### config.mk
export PLATFORM = sky130hd
export DESIGN_NAME = bcd_add_chain
export DESIGN_NICKNAME = d
export VERILOG_FILES = /design/src/rtl/bcd_add_pkg.sv /design/src/rtl/bcd_bin_add4.sv /design/src/rtl/bcd_dec_fix.sv /design/src/rtl/bcd_digit_stage.sv /design/src/rtl/bcd_add_chain.sv
export SDC_FILE = /design/constraint.sdc
export NUM_CORES = 1
export LEC_CHECK = 0
export ABC_AREA = 0
export BUFFER_PORTS_ARGS = -buffer_cell sky130_fd_sc_hd__buf_2
export CORE_UTILIZATION = 43
export DETAILED_ROUTE_END_ITERATION = 8
export PLACE_DENSITY = 0.81
export SYNTH_ARGS = -nofsm -noshare
export SYNTH_HDL_FRONTEND = slang
export SYNTH_SLANG_ARGS = --single-unit
### constraint.sdc
create_clock -name vclk -period 10.65
set_input_delay 2.13 -clock vclk [all_inputs]
set_output_delay 2.13 -clock vclk [all_outputs]
set_load 0.01 [all_outputs]
### src/rtl/bcd_add_pkg.sv
package bcd_add_pkg;
  localparam int DIGIT_W = 4;
  typedef logic [DIGIT_W-1:0] digit_t;
  localparam digit_t DEC_MAX = 4'd9;
  localparam digit_t DEC_FIX = 4'd6;
endpackage

### src/rtl/bcd_bin_add4.sv
module bcd_bin_add4
  import bcd_add_pkg::*;
(
  input  digit_t a_i,
  input  digit_t b_i,
  input  logic   c_i,
  output digit_t z_o,
  output logic   c_o
);
  logic [DIGIT_W:0] full;
  assign full = {1'b0, a_i} + {1'b0, b_i} + {{DIGIT_W{1'b0}}, c_i};
  assign z_o  = full[DIGIT_W-1:0];
  assign c_o  = full[DIGIT_W];
endmodule

### src/rtl/bcd_dec_fix.sv
module bcd_dec_fix
  import bcd_add_pkg::*;
(
  input  digit_t z_i,
  input  logic   bc_i,
  output digit_t digit_o,
  output logic   c_o
);
  logic   over9;
  digit_t adj;
  // raw nibble above nine: 1010..1111
  assign over9   = z_i[3] & (z_i[2] | z_i[1]);
  assign c_o     = over9 | bc_i;
  assign adj     = c_o ? DEC_FIX : '0;
  assign digit_o = z_i + adj;
endmodule

### src/rtl/bcd_digit_stage.sv
module bcd_digit_stage
  import bcd_add_pkg::*;
(
  input  digit_t a_i,
  input  digit_t b_i,
  input  logic   c_i,
  output digit_t digit_o,
  output logic   c_o
);
  digit_t z;
  logic   bc;

  bcd_bin_add4 i_bin (
    .a_i(a_i), .b_i(b_i), .c_i(c_i), .z_o(z), .c_o(bc)
  );

  bcd_dec_fix i_fix (
    .z_i(z), .bc_i(bc), .digit_o(digit_o), .c_o(c_o)
  );

  logic       in_ok;
  logic [4:0] tot;
  assign in_ok = (a_i <= DEC_MAX) && (b_i <= DEC_MAX);
  assign tot   = 5'(a_i) + 5'(b_i) + 5'(c_i);

  always_comb begin
    a_r4_digit_range: assert (!in_ok || digit_o <= DEC_MAX);
    a_r2_low_total: assert (!(in_ok && tot <= 5'd9) || (digit_o == tot[3:0] && !c_o));
    a_r3_high_total: assert (!(in_ok && tot >= 5'd10) || (digit_o == 4'(tot - 5'd10) && c_o));
    // correction only when raw total leaves the single-digit range
    a_r7_fix_iff_over: assert (!in_ok || (c_o == (tot >= 5'd10)));
  end
endmodule

### src/rtl/bcd_add_chain.sv
module bcd_add_chain
  import bcd_add_pkg::*;
#(
  parameter int NUM_DIGITS = 4
) (
  input  logic [NUM_DIGITS*DIGIT_W-1:0] a_i,
  input  logic [NUM_DIGITS*DIGIT_W-1:0] b_i,
  input  logic                          carry_i,
  output logic [NUM_DIGITS*DIGIT_W-1:0] sum_o,
  output logic                          carry_o
);
  localparam int WORD_W = NUM_DIGITS * DIGIT_W;

  logic [NUM_DIGITS:0] chain;
  assign chain[0] = carry_i;

  for (genvar d = 0; d < NUM_DIGITS; d++) begin : g_digit
    bcd_digit_stage i_stage (
      .a_i    (a_i[d*DIGIT_W +: DIGIT_W]),
      .b_i    (b_i[d*DIGIT_W +: DIGIT_W]),
      .c_i    (chain[d]),
      .digit_o(sum_o[d*DIGIT_W +: DIGIT_W]),
      .c_o    (chain[d+1])
    );
  end

  assign carry_o = chain[NUM_DIGITS];

  function automatic longint dec_val(input logic [WORD_W-1:0] w);
    longint v = 0;
    for (int i = NUM_DIGITS-1; i >= 0; i--) v = v*10 + longint'(w[i*DIGIT_W +: DIGIT_W]);
    return v;
  endfunction

  function automatic logic all_ok(input logic [WORD_W-1:0] w);
    logic ok = 1'b1;
    for (int i = 0; i < NUM_DIGITS; i++) if (w[i*DIGIT_W +: DIGIT_W] > DEC_MAX) ok = 1'b0;
    return ok;
  endfunction

  function automatic longint pow10(input int n);
    longint p = 1;
    for (int i = 0; i < n; i++) p = p * 10;
    return p;
  endfunction

  always_comb begin
    a_r6_decimal_total: assert (!(all_ok(a_i) && all_ok(b_i)) ||
      (dec_val(sum_o) + (carry_o ? pow10(NUM_DIGITS) : 0) ==
       dec_val(a_i) + dec_val(b_i) + longint'(carry_i)));
  end
endmodule

# Yosys cells after proc, flatten, opt, wreduce, memory -nomap -nowiden
# Index checks and enable logic that the tools add are counted.
# classes
add_sub_neg,12
muxes,4
n_bitwise,12
# ops
cell,count
4-bit by 4-bit adder with 5-bit output,4
5-bit by 1-bit adder with 5-bit output,4
4-bit by 3-bit adder with 4-bit output,4
3-bit two-way mux,4
1-bit OR,8
1-bit AND,4
# totals
register_bits,0
in_bits,33
output_inout_bits,17
word_cells,28

# Depth between registers and ports, before layout
# logic_depth
ltp_word,19
depth_mapped,30
ltp_nobuf,30

# Modules after synthesis
# From an unflattened synthesis, not the netlist that was laid out.
# unflattened
cells_unflattened,88
area_unflattened_um2,815.8
# by_module_without_submodules
module,n_inst,cells_per_inst,area_each_um2
bcd_bin_add4,4,16,143.9
bcd_dec_fix,4,6,60.1

# Least setup slack after synthesis
# No wires, ideal clock.
# synth_path
path_kind,input to output
start,in a_i[0]
end,out sum_o[14]
t_arrival_ns,8.200
required_time_ns,8.520
slack_ns,0.320
stages,28
cell_sequence,inv_1 fa_1 fa_1 inv_1 nor4b_1 a31oi_1 o21a_1 fa_1 inv_1 fa_1 nand2_1 a2bb2oi_1 fa_1 inv_1 fa_1 xor2_1 a21oi_1 o32a_1 fa_1 inv_1 fa_1 xor2_1 nand2_1 a221o_1 ha_1 inv_1 fa_1 inv_1
# synth_via
elab_chain_len,19
# synth_rtl
element,line,source
start: declaration,bcd_add_chain.sv:6,"input logic [NUM_DIGITS*DIGIT_W-1:0] a_i,"
4-bit by 4-bit adder with 5-bit output *,-,
5-bit by 1-bit adder with 5-bit output *,-,
1-bit OR,bcd_dec_fix.sv:12,assign over9 = z_i[3] & (z_i[2] | z_i[1]);
1-bit AND,bcd_dec_fix.sv:12,
1-bit OR *,bcd_dec_fix.sv:13,assign c_o = over9 | bc_i;
5-bit by 1-bit adder with 5-bit output *,-,
1-bit OR,bcd_dec_fix.sv:12,
1-bit AND,bcd_dec_fix.sv:12,
[... 4 more ...],-,
1-bit OR *,bcd_dec_fix.sv:13,
5-bit by 1-bit adder with 5-bit output *,-,
1-bit OR,bcd_dec_fix.sv:12,
1-bit AND,bcd_dec_fix.sv:12,
1-bit OR *,bcd_dec_fix.sv:13,
net carry_o,bcd_add_chain.sv:10,output logic carry_o
3-bit two-way mux *,bcd_dec_fix.sv:14,assign adj = c_o ? DEC_FIX : '0;
4-bit by 3-bit adder with 4-bit output *,bcd_dec_fix.sv:15,assign digit_o = z_i + adj;
end: declaration,bcd_add_chain.sv:9,"output logic [NUM_DIGITS*DIGIT_W-1:0] sum_o,"
# Mark *: on every way through the listed nets, which the timed path passes. The rest lies on a longest branch.

# Final worst setup path
# layout_path
start,in carry_i
end,out sum_o[14]
# layout_via
elab_chain_len,18
# layout_rtl
element,line,source
start: declaration,bcd_add_chain.sv:8,"input logic carry_i,"
5-bit by 1-bit adder with 5-bit output *,-,
1-bit OR,bcd_dec_fix.sv:12,
1-bit AND,bcd_dec_fix.sv:12,
1-bit OR *,bcd_dec_fix.sv:13,
5-bit by 1-bit adder with 5-bit output *,-,
1-bit OR,bcd_dec_fix.sv:12,
1-bit AND,bcd_dec_fix.sv:12,
1-bit OR *,bcd_dec_fix.sv:13,
[... 2 more ...],-,
1-bit AND,bcd_dec_fix.sv:12,
1-bit OR *,bcd_dec_fix.sv:13,
5-bit by 1-bit adder with 5-bit output *,-,
1-bit OR,bcd_dec_fix.sv:12,
1-bit AND,bcd_dec_fix.sv:12,
1-bit OR,bcd_dec_fix.sv:13,
3-bit two-way mux,bcd_dec_fix.sv:14,
4-bit by 3-bit adder with 4-bit output *,bcd_dec_fix.sv:15,
# Mark *: on every way between the ends. The rest lies on a longest branch, timed or not.

==> summary.md <==
| Metric | Value |
|---|---|
| Run status | completed |
| Grt met2 use | 0.384 |
| Post-Synth Simple-Gate Area | 0.0875 |
| Hold-critical path endpoint | sum_o[4] |
| Worst-margin pin slew | 0.356 ns |
| Die area | 2280 µm² |
| Top cells by count, synth | inv_1, ha_1, fa_1 |
| CP dominant cell by count | fa_2 |
| Final min period | 10.51 ns |
| Library cells used by synthesis | 25 |
| Yosys Warn Count | 0 |
| Max Fclk | ~95 MHz |
| Die Span X | around 48 µm |
| Area delta synth->final | 50.1% |
| Final Worst Setup Slack | 0.144 ns |
| Place WS | -0.0850 ns |
| Setup crit start kind | input pin |
| Finished Core Util | 0.689 |
| Hold bufs inserted after CTS | 0 |
| Synth Instances | 104 |
| Final Cycle Share | 0.987 |
| Syn Area/Cell | 8.66 µm² |
| Leading area contributor after synthesis | fa_1 |
| Port bufs | 50 |
| Share of the synthesized area in the top cell type | 0.267 |
| Post-Route WL | 1960 µm |
| GR Layer Usage met1 | 0.183 |
| Storage element area | 0 µm² |
| Rows | 16 |
| Die height | approximately 48 µm |
| Max VDD drop | 67.5 µV |
| Setup TNS Final | 0 ns |
| Seq Cell Count | 0 |
| Min Hold Slack | 4.64 ns |
| Initial antenna violation count | 0 |
| Slowest stage cell, crit path | fa_2 |
| Post-synthesis mux area share | 0.0333 |
| Fin. Hold Viols | 0 |
| GPL Wtd Cong | 0.680 |
| Leak Pwr | 0.726 nW |
| Starting DRT DRC Count | 6 |
| Fin nets | 223 |
| Final Slew Violations | 0 |
| CP top delay family | adder cells |
| RSZ-0062 raised after global routing | yes |
| Met3 Use GR | 0 |
| Max cap viols | 0 |
| Top-count cell post-synth | inv_1 |
| Critical path data arrival time | 8.38 ns |
| Synth top area cells | fa_1, ha_1, inv_1 |
| Cell Area, Synth | 901 µm² |
| Most used routing layer | met2 |
| Number of I/O pins | 50 |
| HP Start | b_i[4] |
| Final setup vio count | 0 |
| Global-route wire length before repair | 2940 µm |
| Worst Hold Class | in2out |
| Worst-path fanout max | 3 |
| Critical path class | in2out |
| Synth Area in Compound Gates | 0.153 |
| Vias in the first global route | approximately 830 |
| Worst Hold Path Cells | 3 |
| Diode count | 0 |
| Slowest stage delay, CP | 0.57 ns |
| Vias after detailed routing | 927 |
| Antenna Nets Post-Route | 0 |
| Gr usage total | 0.172 |
| Layout cells sized above 1 | 0.531 |
| Overflow after GRT | 0 |
| Routed length per instance | roughly 10 µm |
| Net Count, Synth | 165 |
| Slew HR | 0.762 |
| Post-synthesis xor/xnor area fraction | 0.117 |
| WP data required | 8.52 ns |
| Post-DP HPWL | between 1500 and 2000 µm |
| Drt pass-1 iters | 4 |
| DRC violations left | 0 |
| Synth Area in Adders | 0.489 |
| Area of the core | 1960 µm² |
| Initial Utilization | 0.459 |
| Setup crit end kind | primary output |
| Vias per inst | ~5.0 |
| Pwr dens | approximately 120 nW/µm² |
| Largest family of logic cells by synthesized area | adder cells |
| Largest net degree at the start of global routing | 6 |
| Clock buffers | 0 |
| Buf/Inv on CP | 9 |
| Register area share after synthesis | 0 |
| Layout fillers | 173 |
==> layout make-up <==
| class | instances | area [µm²] | share of cell area |
|---|---|---|---|
| repair buffers | 56 | 308 | 0.228 |
| inverters | 29 | 109 | 0.0805 |
| multi-input cells | 75 | 902 | 0.667 |
| well taps | 27 | 33.8 | 0.0250 |
==> per-stage QoR <==
step / instances / power [mW] / area, µm²
floorplan: 104 / 0.0953 / 901
global placement: 183 / 0.138 / 1200
detailed placement: 183 / 0.143 / 1200
CTS: 183 / 0.145 / 1210
global route: 187 / 0.184 / 1350
finish: 187 / 0.162 / 1350
==> how the worst max path moves through the flow <==
stage          depth (start not counted)   endpoint  startpoint
2_1_floorplan                         28  sum_o[14]      a_i[0]
3_3_place_gp                          32  sum_o[14]      a_i[0]
3_5_place_dp                          32  sum_o[14]      a_i[0]
4_1_cts                               30  sum_o[14]      a_i[0]
5_1_grt                               31  sum_o[14]     carry_i
6_report                              29  sum_o[14]     carry_i
==> cells in the final DEF, fill, tap and decap left out, types with 3 or more instances in the layout <==
master   synthesis  final
buf_2            0     48
inv_1           29     22
buf_4            0      6
fa_2             0      9
a21oi_1          4      3
a21o_1           4      4
fa_1            12      3
ha_1            16     15
inv_2            0      7
nor2b_1          3      3
xnor2_1          8      7
==> kinds of logic (layout without fill, tap and decap cells) <==
family	Yosys count	count (layout)
AND/OR/NAND/NOR	13	13
buffers and inverters	29	85
adder cells (fa/ha/maj)	28	28
AO/OA/AOI/OAI	19	19
multiplexers	3	3
XOR/XNOR	12	12
==> routing by layer <==
layer,wire (µm),vias to the layer above
li1,-,451
met1,704,434
met2,1110,42
met3,138,0
met4,0,0
met5,0,-
==> where the power goes <==
group	switching [mW]	internal, mW
logic	0.0831	0.0792
clock network	0	0
registers	0	0
total	0.0831	0.0792
==> worst min-delay path, delay by kind of cell <==
| family | cells | cell delay [ns] |
|---|---|---|
| buffers and inverters | 2 | 0.21 |
| adders and majority gates | 1 | 0.18 |
==> repair_timing <==
| item | in CTS | in global routing |
|---|---|---|
| pin swaps | 0 | 21 |
| buffers inserted | 0 | 4 |
| endpoints found under the setup margin | 1 | 3 |
| resized for setup | 2 | 31 |
| hold endpoints to repair | 0 | 0 |
No activity file was read; power rests on OpenSTA's default activity.
